### src/rtl/bus_seq_pkg.sv
package bus_seq_pkg;
  localparam int unsigned BYTE_W = 8;
  localparam int unsigned PTR_W  = BYTE_W + 2;

  typedef enum logic [2:0] {
    K_MEM_RD = 3'd0,
    K_MEM_WR = 3'd1,
    K_IO_RD  = 3'd2,
    K_IO_WR  = 3'd3,
    K_INTA   = 3'd4
  } kind_e;

  typedef enum logic [2:0] {
    ST_IDLE,
    ST_T1,
    ST_T2,
    ST_T3,
    ST_TW,
    ST_T4
  } tstate_e;
endpackage

### src/rtl/bus_seq_fsm.sv
module bus_seq_fsm
  import bus_seq_pkg::*;
#(
  parameter int unsigned ADDR_W = 20
) (
  input  logic              clk_i,
  input  logic              rst_ni,
  input  logic              req_i,
  input  logic [2:0]        req_kind_i,
  input  logic [ADDR_W-1:0] req_addr_i,
  input  logic [BYTE_W-1:0] req_wdata_i,
  input  logic              ready_i,
  output tstate_e           st_o,
  output logic              ph_o,
  output kind_e             kind_o,
  output logic              second_o,
  output logic [ADDR_W-1:0] addr_o,
  output logic [BYTE_W-1:0] wdata_o,
  output logic              sample_o,
  output logic              busy_o,
  output logic              done_o
);
  tstate_e           st_q;
  logic              ph_q;
  kind_e             kind_q;
  logic              second_q;
  logic [ADDR_W-1:0] addr_q;
  logic [BYTE_W-1:0] wdata_q;
  kind_e             req_kind;
  logic              accept;

  assign req_kind = kind_e'(req_kind_i);
  assign accept   = req_i && (st_q == ST_IDLE) && (req_kind_i <= 3'd4);

  always_ff @(posedge clk_i or negedge rst_ni) begin
    if (!rst_ni) begin
      st_q     <= ST_IDLE;
      ph_q     <= 1'b0;
      kind_q   <= K_MEM_RD;
      second_q <= 1'b0;
      addr_q   <= '0;
      wdata_q  <= '0;
    end else if (st_q == ST_IDLE) begin
      ph_q <= 1'b0;
      if (accept) begin
        st_q     <= ST_T1;
        kind_q   <= req_kind;
        second_q <= 1'b0;
        wdata_q  <= req_wdata_i;
        // acknowledge keeps the previous address on the bus
        if (req_kind != K_INTA) addr_q <= req_addr_i;
      end
    end else begin
      ph_q <= ~ph_q;
      if (ph_q) begin
        unique case (st_q)
          ST_T1:        st_q <= ST_T2;
          ST_T2:        st_q <= ST_T3;
          ST_T3, ST_TW: st_q <= ready_i ? ST_T4 : ST_TW;
          ST_T4: begin
            if (kind_q == K_INTA && !second_q) begin
              st_q     <= ST_T1;
              second_q <= 1'b1;
            end else begin
              st_q <= ST_IDLE;
            end
          end
          default:      st_q <= ST_IDLE;
        endcase
      end
    end
  end

  assign st_o     = st_q;
  assign ph_o     = ph_q;
  assign kind_o   = kind_q;
  assign second_o = second_q;
  assign addr_o   = addr_q;
  assign wdata_o  = wdata_q;
  assign sample_o = ph_q && (st_q == ST_T3 || st_q == ST_TW);
  assign busy_o   = (st_q != ST_IDLE);
  assign done_o   = (st_q == ST_T4) && !ph_q && (kind_q != K_INTA || second_q);


  wait_on_low_chk: assert property (@(posedge clk_i) disable iff (!rst_ni)
    (sample_o && !ready_i) |=> (st_q == ST_TW && !ph_q));

  close_on_high_chk: assert property (@(posedge clk_i) disable iff (!rst_ni)
    (sample_o && ready_i) |=> (st_q == ST_T4 && !ph_q));

  bad_code_idle_chk: assert property (@(posedge clk_i) disable iff (!rst_ni)
    (!busy_o && req_i && req_kind_i > 3'd4) |=> !busy_o);

  done_pulse_chk: assert property (@(posedge clk_i) disable iff (!rst_ni)
    done_o |=> !done_o);

  state_two_clk_chk: assert property (@(posedge clk_i) disable iff (!rst_ni)
    (busy_o && !ph_q) |=> (st_q == $past(st_q) && ph_q));
endmodule

### src/rtl/bus_seq_strobe.sv
module bus_seq_strobe
  import bus_seq_pkg::*;
(
  input  logic              clk_i,
  input  logic              rst_ni,
  input  tstate_e           st_i,
  input  logic              ph_i,
  input  kind_e             kind_i,
  input  logic [BYTE_W-1:0] addr_lo_i,
  input  logic [BYTE_W-1:0] wdata_i,
  output logic              ale_o,
  output logic              rd_n_o,
  output logic              wr_n_o,
  output logic              inta_n_o,
  output logic              io_m_o,
  output logic              dt_r_o,
  output logic              den_n_o,
  output logic              ad_oe_o,
  output logic [BYTE_W-1:0] ad_o
);
  logic is_wr, is_rd, is_ia, active;
  logic in_t1, in_t2, mid, t4_early, rd_win, wr_win;

  always_comb begin
    is_wr    = (kind_i == K_MEM_WR) || (kind_i == K_IO_WR);
    is_rd    = (kind_i == K_MEM_RD) || (kind_i == K_IO_RD);
    is_ia    = (kind_i == K_INTA);
    active   = (st_i != ST_IDLE);
    in_t1    = (st_i == ST_T1);
    in_t2    = (st_i == ST_T2);
    mid      = (st_i == ST_T3) || (st_i == ST_TW);
    t4_early = (st_i == ST_T4) && !ph_i;
    // read side waits half a state so the lane drivers are off first
    rd_win   = (in_t2 && ph_i) || mid;
    wr_win   = in_t2 || mid;

    ale_o    = in_t1;
    rd_n_o   = !(is_rd && rd_win);
    inta_n_o = !(is_ia && rd_win);
    wr_n_o   = !(is_wr && wr_win);
    den_n_o  = is_wr ? !(wr_win || t4_early) : !rd_win;
    dt_r_o   = active ? is_wr : 1'b1;
    io_m_o   = active && (kind_i == K_IO_RD || kind_i == K_IO_WR || is_ia);
    ad_oe_o  = (in_t1 && !is_ia) || (is_wr && (wr_win || t4_early));
    ad_o     = in_t1 ? addr_lo_i : wdata_i;
  end


  no_contend_chk: assert property (@(posedge clk_i) disable iff (!rst_ni)
    (!rd_n_o || !inta_n_o) |-> !ad_oe_o);

  wr_data_chk: assert property (@(posedge clk_i) disable iff (!rst_ni)
    !wr_n_o |-> (ad_oe_o && !den_n_o && dt_r_o));

  ale_quiet_chk: assert property (@(posedge clk_i) disable iff (!rst_ni)
    ale_o |-> (rd_n_o && wr_n_o && inta_n_o));

  one_strobe_chk: assert property (@(posedge clk_i) disable iff (!rst_ni)
    $countones({~rd_n_o, ~wr_n_o, ~inta_n_o}) <= 1);
endmodule

### src/rtl/bus_seq_capture.sv
module bus_seq_capture
  import bus_seq_pkg::*;
(
  input  logic              clk_i,
  input  logic              rst_ni,
  input  logic              sample_i,
  input  logic              ready_i,
  input  logic              take_i,
  input  logic              done_i,
  input  logic              is_inta_i,
  input  logic [BYTE_W-1:0] ad_i,
  output logic [BYTE_W-1:0] rdata_o,
  output logic              vec_valid_o,
  output logic [PTR_W-1:0]  vec_ptr_o
);
  logic [BYTE_W-1:0] byte_q;

  always_ff @(posedge clk_i or negedge rst_ni) begin
    if (!rst_ni) byte_q <= '0;
    else if (sample_i && ready_i && take_i) byte_q <= ad_i;
  end

  assign rdata_o     = byte_q;
  assign vec_valid_o = done_i && is_inta_i;
  assign vec_ptr_o   = {byte_q, 2'b00};


  vec_pulse_chk: assert property (@(posedge clk_i) disable iff (!rst_ni)
    vec_valid_o |=> !vec_valid_o);

  hold_chk: assert property (@(posedge clk_i) disable iff (!rst_ni)
    !(sample_i && ready_i && take_i) |=> $stable(byte_q));
endmodule

### src/rtl/bus_cycle_seq.sv
module bus_cycle_seq
  import bus_seq_pkg::*;
#(
  parameter int unsigned ADDR_W = 20
) (
  input  logic                clk_i,
  input  logic                rst_ni,
  input  logic                req_i,
  input  logic [2:0]          req_kind_i,
  input  logic [ADDR_W-1:0]   req_addr_i,
  input  logic [7:0]          req_wdata_i,
  output logic                busy_o,
  output logic                done_o,
  output logic [7:0]          rdata_o,
  output logic                vec_valid_o,
  output logic [9:0]          vec_ptr_o,
  input  logic                ready_i,
  input  logic [7:0]          ad_i,
  output logic [7:0]          ad_o,
  output logic                ad_oe_o,
  output logic [ADDR_W-9:0]   a_hi_o,
  output logic                ale_o,
  output logic                rd_n_o,
  output logic                wr_n_o,
  output logic                inta_n_o,
  output logic                io_m_o,
  output logic                dt_r_o,
  output logic                den_n_o
);
  tstate_e           st;
  logic              ph, second, sample, take;
  kind_e             kind;
  logic [ADDR_W-1:0] addr;
  logic [BYTE_W-1:0] wdata;

  bus_seq_fsm #(.ADDR_W(ADDR_W)) u_fsm (
    .clk_i, .rst_ni, .req_i, .req_kind_i, .req_addr_i, .req_wdata_i, .ready_i,
    .st_o(st), .ph_o(ph), .kind_o(kind), .second_o(second), .addr_o(addr),
    .wdata_o(wdata), .sample_o(sample), .busy_o, .done_o
  );

  bus_seq_strobe u_strobe (
    .clk_i, .rst_ni, .st_i(st), .ph_i(ph), .kind_i(kind),
    .addr_lo_i(addr[BYTE_W-1:0]), .wdata_i(wdata),
    .ale_o, .rd_n_o, .wr_n_o, .inta_n_o, .io_m_o, .dt_r_o, .den_n_o,
    .ad_oe_o, .ad_o
  );

  // first acknowledge cycle reads nothing
  assign take = (kind == K_MEM_RD) || (kind == K_IO_RD) || (kind == K_INTA && second);

  bus_seq_capture u_cap (
    .clk_i, .rst_ni, .sample_i(sample), .ready_i, .take_i(take), .done_i(done_o),
    .is_inta_i(kind == K_INTA), .ad_i, .rdata_o, .vec_valid_o, .vec_ptr_o
  );

  assign a_hi_o = addr[ADDR_W-1:BYTE_W];


  inta_addr_hold_chk: assert property (@(posedge clk_i) disable iff (!rst_ni)
    (!inta_n_o || (busy_o && kind == K_INTA)) |=> $stable(a_hi_o) || !busy_o);
endmodule

### config.mk
export PLATFORM = sky130hd
export DESIGN_NAME = bus_cycle_seq
export DESIGN_NICKNAME = d
export VERILOG_FILES = /design/src/rtl/bus_seq_pkg.sv /design/src/rtl/bus_seq_fsm.sv /design/src/rtl/bus_seq_strobe.sv /design/src/rtl/bus_seq_capture.sv /design/src/rtl/bus_cycle_seq.sv
export SDC_FILE = /design/constraint.sdc
export NUM_CORES = 1
export LEC_CHECK = 0
export BUFFER_PORTS_ARGS = -buffer_cell sky130_fd_sc_hd__buf_4
export CORE_MARGIN = 4
export CORE_UTILIZATION = 30
export CTS_CLUSTER_SIZE = 10
export DETAILED_ROUTE_END_ITERATION = 8
export SYNTH_ARGS = -nofsm -noshare
export SYNTH_HDL_FRONTEND = slang
export SYNTH_SLANG_ARGS = --single-unit
export TNS_END_PERCENT = 100
### constraint.sdc
create_clock -name clk_i -period 1.9 [get_ports clk_i]
set_input_delay 0.095 -clock clk_i [delete_from_list [all_inputs] [get_ports clk_i]]
set_output_delay 0.095 -clock clk_i [all_outputs]
set_load 0.05 [all_outputs]
==> impl_metrics.py, run 1 <==
metrics = {
    "worst_setup_path": {
        "cp-start-kind": "flip-flop",
        "crit_required_ns": 2.08,
        "crit_path_max_fanout": 12,
        "critical_path_class": "reg -> reg",
        "worst_setup_path_end_kind": "flip-flop",
        "cp.arrival_ns": 2.04,
        "ff2ff_setup_slack_ns": 0.04,
    },
    "logic_synthesis": {
        "synth_area_um2": 2230,
        "ys.warnings.count": 0,
        "synth-compound-area-share": 0.0774,
        "synth.area.mux_share": 0.222,
        "synth_top_area_frac": 0.494,
        "synthSimpleGateAreaFrac": 0.105,
        "yosysSeqAreaShare": 0.494,
        "avgSynthCellArea_um2": 12.0,
        "synth_edf_count": 0,
        "netlist_top_cells_count": "dfrtp_1, mux2_2, buf_4, nor2_1, nand2_1",
        "ys_types": 40,
        "ys.flop_type": "dfrtp_1",
        "synth_top_family_by_area": "multiplexers",
        "synth-async-reset-ratio": 1.00,
        "ys_ff_latch": 44,
        "synth-xor-area-share": 0,
        "synthTopCellsByArea": "dfrtp_1, mux2_2, buf_4, nor2_1, o21ai_0",
        "syn_inst": 186,
        "synth_fa_ha_area_frac": 0,
        "synth_top_cell_by_area": "dfrtp_1",
    },
    "timing": {
        "fin_tns_setup_ns": 0,
        "hold_slack_ns": 0.0268,
        "relSlewSlack": 0.607,
        "finClkSkew_ns": 0.00777,
        "finalSetupViolCount": 0,
        "period_share": 0.978,
        "tightest_slew_ns": 0.590,
        "hold_viol_final": 0,
        "rsz0062_at_grt": "yes",
        "final_max_slew_viol_count": 0,
        "min_period_ns": 1.86,
        "clock.fmax_mhz": 538,
    },
    "floorplanning": {
        "die_y_um": 94.2,
        "ios": 92,
        "die_area_um2": 8880,
        "start_util": 0.307,
        "core_um2": 7250,
        "placementRows": 31,
        "die_x_um": 94.2,
    },
    "routing": {
        "antenna_left": 0,
        "vias_per_cell": 4.44,
        "dr.first_iter.drc_count": 51,
        "drc_errors": 0,
        "dr_total_vias": 1649,
        "wl_per_cell_um": 13.8,
        "totalWireLength_mm": 5.14,
        "drtPass1Iterations": 4,
    },
    "clocking": {
        "cts-buffers-inserted": 5,
        "cts_max_level": 2,
        "cts_tree": "done",
        "cts_num_sinks": 44,
        "clockBufferDepth": 2,
        "clkTransAtPathRegs_ns": 0.09,
        "root_buffer": "clkbuf_8",
        "clock_latency_ns": 0.30,
    },
    "final_layout": {
        "antenna_cells": 0,
        "area_growth_pct": 41.7,
        "fillers": 690,
        "fin_nets": 314,
        "drive_gt1_frac": 0.625,
    },
    "placement": {
        "io_buffers": 89,
        "dp_hpwl_mm": 3.78,
        "gp_congestion": 0.763,
    },
    "global_route": {
        "antenna_found_initial": 0,
        "grt_use_total": 0.119,
        "grt_pass1_wl_mm": 8.25,
        "grt_max_degree": 45,
        "overflow": 0,
        "grt_pass1_vias": 1740,
    },
    "flow_run": {
        "cap_viol_max_count": 0,
    },
    "outcome": {
        "status": "finished, final reports clean",
    },
    "worst_hold_path": {
        "hp-class": "in -> reg",
    },
}
-- path summary, 6_finish.rpt --
check / depth (start not counted) / start / end
setup / recovery: 5 / u_fsm.st_o[2] / u_fsm.addr_o[15]
hold reg to reg: 1 / u_fsm.wdata_o[5] / u_fsm.wdata_o[5]
setup reg to reg: 5 / u_fsm.st_o[2] / u_fsm.addr_o[15]
hold / removal: 2 / req_wdata_i[6] / u_fsm.wdata_o[6]
max in group asynchronous: 2 / rst_ni / u_fsm.kind_o[2]
min in group asynchronous: 2 / rst_ni / u_cap.rdata_o[4]
-- cell type report --
cell class                 count  area, um2  share of cell area
inverter                       1       3.75             0.00119
timing repair buffer         108        868               0.275
sequential                    44       1100               0.349
multi-input combinational    111        955               0.302
clock inverter                 2       35.0              0.0111
clock buffer                   6       72.6              0.0230
tap                           99        124              0.0392
-- timing repair --
action                                 in CTS  in global routing
hold buffers                                1                  0
pin swaps                                   0                  1
setup endpoints to repair                   8                 36
endpoints found under the hold margin      44                  0
gates resized for setup                     3                 11
buffers inserted                            2                  1
-- cell usage in the layout (no fill, tap or decap), types with 2 or more instances in the layout --
cell / netlist / routed
buf_4: 22 / 97
mux2_2: 44 / 44
dfrtp_1: 44 / 44
nor2_1: 10 / 9
nand2_1: 9 / 9
buf_6: 2 / 8
o21ai_0: 7 / 6
a21oi_1: 6 / 6
nand2b_1: 5 / 5
clkbuf_8: 0 / 5
nor3_2: 0 / 2
a32oi_1: 2 / 2
conb_1: 1 / 2
buf_12: 0 / 2
-- cell families after synthesis --
family,after synthesis
mux,44
flops,44
compound gates,24
simple gates,41
buf+inv,32
other cells,1
-- worst max-delay path, stage by stage, from the launching register on --
cell	delay [ns]
dfrtp_1	0.40
buf_4	0.15
or4b_4	0.51
nor2_4	0.19
buf_12	0.16
mux2_2	0.33
-- metrics by stage --
stage	utilization	area, um2	cells	worst slack (ns)
after floorplan	-	2250	187	0.0767
after global placement	0.409	2970	359	0.104
after detailed placement	0.409	2970	359	0.0733
after CTS	0.429	3110	370	0.000406
after global routing	0.436	3160	371	-0.0323
final	0.436	3160	371	0.0411
-- flip-flops by register name, summed over array words and instances, names as in the netlist --
name	flops
u_fsm.wdata_o	8
u_fsm.kind_o	3
u_fsm.st_o	3
u_cap.rdata_o	8
u_fsm.second_o	1
u_fsm.addr_o	20
u_fsm.ph_o	1
-- per-layer routing --
layer  vias up  wire (um)  track usage
li1        796          -            -
met1       786       2210        0.146
met2        64       2400        0.196
met3         3        497       0.0433
met4         0         25       0.0289
met5         -          0            0
Power of run 1 is not shown: default switching activity piles up to over one toggle a cycle in this logic, so the estimate is an artifact.
==> run 2, diff against run 1 <==
clock period = 2.01 ns   (was 1.9 ns; I/O delays follow)
==> run 2 against run 1 <==
Net effect:
- first-iteration DRC count shrank 14%
- utilization shrank 1.1 points
- routed wire length is 2.4% lower
- design area is 2.5% lower
- clock skew rose by 0.0010 ns
- sequential share of layout area rose by 0.97 points
- flip-flop and latch count did not move
- register-to-register slack better by 0.11 ns
- highest routed layer unchanged
==> impl_metrics.py, run 2 (synthesized netlist as in run 1, its figures left out) <==
metrics = {
    "routing": {
        "vias_per_cell": 4.47,
        "dr.first_iter.drc_count": 44,
        "totalWireLength_mm": 5.01,
        "wl_per_cell_um": 13.7,
        "drc_errors": 0,
        "drtPass1Iterations": 4,
        "antenna_left": 0,
        "dr_total_vias": 1642,
    },
    "flow_run": {
        "cap_viol_max_count": 0,
    },
    "global_route": {
        "overflow": 0,
        "grt_pass1_vias": 1600,
        "antenna_found_initial": 0,
        "grt_pass1_wl_mm": 7.85,
        "grt_use_total": 0.113,
        "grt_max_degree": 45,
    },
    "final_layout": {
        "layout_common_cells": "buf_4, mux2_2, dfrtp_1",
        "layout_commonest_cell": "buf_4",
        "area_growth_pct": 38.2,
        "seq_area_um2": 1100,
        "multi_input_area_um2": 921,
        "antenna_cells": 0,
        "fin_nets": 310,
        "largest_register_ffs": 20,
        "fillers": 713,
        "drive_gt1_frac": 0.612,
    },
    "worst_setup_path": {
        "crit_required_ns": 1.91,
        "critical_path_class": "reg -> out",
        "cp-start-kind": "flip-flop",
        "cp.arrival_ns": 1.84,
        "worst_setup_path_end_kind": "output port",
        "crit_path_max_fanout": 10,
    },
    "timing": {
        "clock.fmax_mhz": 517,
        "min_period_ns": 1.94,
        "hold_slack_ns": 0.0207,
        "final_max_slew_viol_count": 0,
        "finClkSkew_ns": 0.00880,
        "period_share": 0.963,
        "tightest_slew_ns": 0.570,
        "finalSetupViolCount": 0,
        "hold_viol_final": 0,
        "relSlewSlack": 0.620,
    },
    "placement": {
        "io_buffers": 89,
        "gp_congestion": 0.751,
        "dp_hpwl_mm": 3.65,
    },
    "floorplanning": {
        "ios": 92,
        "die_x_um": 94.2,
        "die_area_um2": 8880,
        "placementRows": 31,
        "die_y_um": 94.2,
        "start_util": 0.307,
        "core_um2": 7250,
    },
    "outcome": {
        "status": "finished, final reports clean",
    },
    "clocking": {
        "clkTransAtPathRegs_ns": 0.09,
        "cts-buffers-inserted": 5,
        "cts_tree": "done",
        "clock_latency_ns": 0.30,
        "cts_max_level": 2,
        "root_buffer": "clkbuf_8",
        "clockBufferDepth": 2,
        "cts_num_sinks": 44,
    },
    "worst_hold_path": {
        "hp-class": "in -> reg",
    },
}
[run 2: area by class of cell]
type	count	share of cell area
inverter	1	0.00122
clock inverter	2	0.0126
multi-input combinational	111	0.299
timing repair buffer	104	0.262
tap	99	0.0402
clock buffer	6	0.0268
sequential	44	0.358
[run 2: layer usage]
metal / share of wire / up-vias / GRT usage
li1: - / 793 / -
met1: 0.43 / 788 / 0.143
met2: 0.48 / 57 / 0.186
met3: 0.077 / 4 / 0.0369
met4: 0.0062 / 0 / 0.0253
met5: 0 / - / 0
[run 2: worst paths after layout]
kind / slack (ns) / start / depth (start not counted) / endpoint
worst max-delay path: 0.07 / u_fsm.st_o[1] / 5 / ad_o[3]
worst min-delay path: 0.02 / req_wdata_i[2] / 2 / u_fsm.wdata_o[2]
worst max register to register: 0.15 / u_fsm.st_o[1] / 4 / u_fsm.addr_o[18]
worst min register to register: 0.51 / u_fsm.wdata_o[0] / 1 / u_fsm.wdata_o[0]
max in group asynchronous: 1.25 / rst_ni / 2 / u_fsm.st_o[1]
min in group asynchronous: 0.33 / rst_ni / 2 / u_fsm.ph_o
[run 2: through the flow]
| stage | utilization | cells | setup WS, ns | area, um2 | TNS [ns] |
|---|---|---|---|---|---|
| after detailed placement | 0.401 | 354 | 0.126 | 2910 | 0 |
| after global routing | 0.425 | 367 | -0.00500 | 3080 | -0.0115 |
| after global placement | 0.401 | 354 | 0.172 | 2910 | 0 |
| after floorplan | - | 187 | 0.00455 | 2240 | 0 |
| final | 0.425 | 367 | 0.0743 | 3080 | 0 |
| after CTS | 0.419 | 363 | 0.0116 | 3040 | 0 |
[run 2: worst max-delay path: stages (launching register included)]
cell and delay, ns:
dfrtp_2 0.45, buf_4 0.17, nor3b_2 0.19, buf_6 0.18, mux2_2 0.35, buf_4 0.19
[run 2: timing repair]
| action | 4_1_cts | 5_1_grt |
|---|---|---|
| hold endpoints to repair | 44 | 0 |
| hold buffers | 1 | 0 |
| resized for setup | 1 | 4 |
| setup buffers | 0 | 4 |
| setup endpoints to repair | 8 | 8 |
| cloned | 0 | 0 |
Power of run 2 is left out for the same reason.
==> run 3, diff against run 2 <==
clock period = 1.75 ns   (was 2.01 ns; I/O delays follow)
==> run 3 against run 2 <==
Net effect:
- the flow now finishes with violations (negative setup slack)
- via count is 4.2% higher
- setup slack worse by 0.18 ns
- die area stayed put
- first-iteration DRC count increased by 91%
- clock skew rose by 0.0012 ns
- highest routed layer unchanged
==> impl_metrics.py, run 3 (synthesized netlist as in run 1, its figures left out) <==
metrics = {
    "global_route": {
        "grt_max_degree": 45,
        "overflow": 0,
        "grt_use_total": 0.122,
        "grt_pass1_vias": 1766,
        "grt_pass1_wl_mm": 8.42,
        "antenna_found_initial": 0,
    },
    "timing": {
        "fin_ws_ns": -0.102,
        "final_max_slew_viol_count": 0,
        "clock.fmax_mhz": 540,
        "rsz0062_at_grt": "yes",
        "finalSetupViolCount": 37,
        "hold_viol_final": 0,
        "relSlewSlack": 0.612,
        "period_share": 1.06,
        "min_period_ns": 1.85,
        "fin_tns_setup_ns": -2.52,
        "tightest_slew_ns": 0.582,
        "finClkSkew_ns": 0.0101,
    },
    "clocking": {
        "cts_max_level": 2,
        "clockBufferDepth": 2,
        "clock_latency_ns": 0.30,
        "cts-buffers-inserted": 5,
        "root_buffer": "clkbuf_8",
        "cts_tree": "done",
        "cts_num_sinks": 44,
        "clkTransAtPathRegs_ns": 0.09,
    },
    "worst_setup_path": {
        "cp-start-kind": "flip-flop",
        "crit_path_max_fanout": 20,
        "critical_path_class": "reg -> reg",
        "cp.arrival_ns": 2.03,
        "worst_setup_path_end_kind": "flip-flop",
        "crit_required_ns": 1.93,
        "reg2reg_depth": 5,
    },
    "placement": {
        "dp_slack_ns": -0.0483,
        "io_buffers": 89,
        "gp_congestion": 0.771,
        "dp_hpwl_mm": 3.81,
        "post_dp_cell_area_um2": 3030,
    },
    "routing": {
        "drc_errors": 0,
        "dr.first_iter.drc_count": 84,
        "vias_per_cell": 4.48,
        "dr_total_vias": 1711,
        "wl_per_cell_um": 14.4,
        "antenna_left": 0,
        "drtPass1Iterations": 4,
        "totalWireLength_mm": 5.48,
    },
    "final_layout": {
        "largest_register_ffs": 20,
        "layout_common_cells": "buf_4, dfrtp_1, mux2_2",
        "area_growth_pct": 53.4,
        "layout_commonest_cell": "buf_4",
        "drive_gt1_frac": 0.668,
        "fin_nets": 325,
        "stdcell_area_um2": 3420,
        "antenna_cells": 0,
    },
    "floorplanning": {
        "ios": 92,
        "start_util": 0.307,
        "die_x_um": 94.2,
        "core_um2": 7250,
        "placementRows": 31,
        "die_y_um": 94.2,
        "die_area_um2": 8880,
    },
    "outcome": {
        "violations": "negative setup slack",
        "status": "finished, violations left",
    },
    "flow_run": {
        "cap_viol_max_count": 0,
    },
    "worst_hold_path": {
        "hold_path_depth": 2,
        "hp-class": "in -> reg",
    },
}
run 3: cell count changes in the layout (fill, tap and decap cells not counted), sizes merged:
cell    delta
clkbuf     +1
clkinv     -1
buf       +15
run 3: layout make-up:
| class | instances | area, um2 |
|---|---|---|
| flip-flops and latches | 44 | 1100 |
| well taps | 99 | 124 |
| clock buffers | 7 | 96.3 |
| clock inverters | 1 | 30.0 |
| repair buffers | 119 | 1000 |
| fillers | 697 | 3830 |
| multi-input cells | 111 | 1060 |
| inverters | 1 | 3.75 |
run 3: worst paths after layout:
check | startpoint | to | slack, ns
max | u_fsm.st_o[2] | u_fsm.addr_o[15] | -0.10
min | ad_i[0] | u_cap.rdata_o[0] | 0.02
max reg2reg | u_fsm.st_o[2] | u_fsm.addr_o[15] | -0.10
min reg2reg | u_fsm.wdata_o[4] | u_fsm.wdata_o[4] | 0.51
max in group asynchronous | rst_ni | u_fsm.addr_o[16] | 1.00
min in group asynchronous | rst_ni | u_fsm.addr_o[7] | 0.34
run 3: stage by stage:
stage	instances	utilization	hold WS [ns]
2_1_floorplan	187	-	-0.208
3_3_place_gp	367	0.418	0.131
3_5_place_dp	367	0.418	0.126
4_1_cts	381	0.461	0.00517
5_1_grt	382	0.471	0.000421
6_report	382	0.471	0.0154
run 3: worst max-delay path, cell delays in order (launching register included):
cell and delay (ns):
dfrtp_1 0.42, buf_4 0.14, or4b_4 0.49, nor2_4 0.15, buf_12 0.18, mux2_2 0.35
run 3: repair_timing:
item | 4_1_cts | 5_1_grt
pin swaps | 4 | 5
resized for setup | 34 | 18
hold endpoints to repair | 44 | 0
endpoints found under the setup margin | 32 | 43
hold buffers | 1 | 0
buffers inserted | 5 | 1
run 3: metal layers:
layer	global-route usage	vias up	part of all wire
li1	-	817	-
met2	0.204	46	0.52
met1	0.152	842	0.41
met5	0	-	0
met4	0.0433	0	0.014
met3	0.0296	6	0.058
Power of run 3 is left out for the same reason.
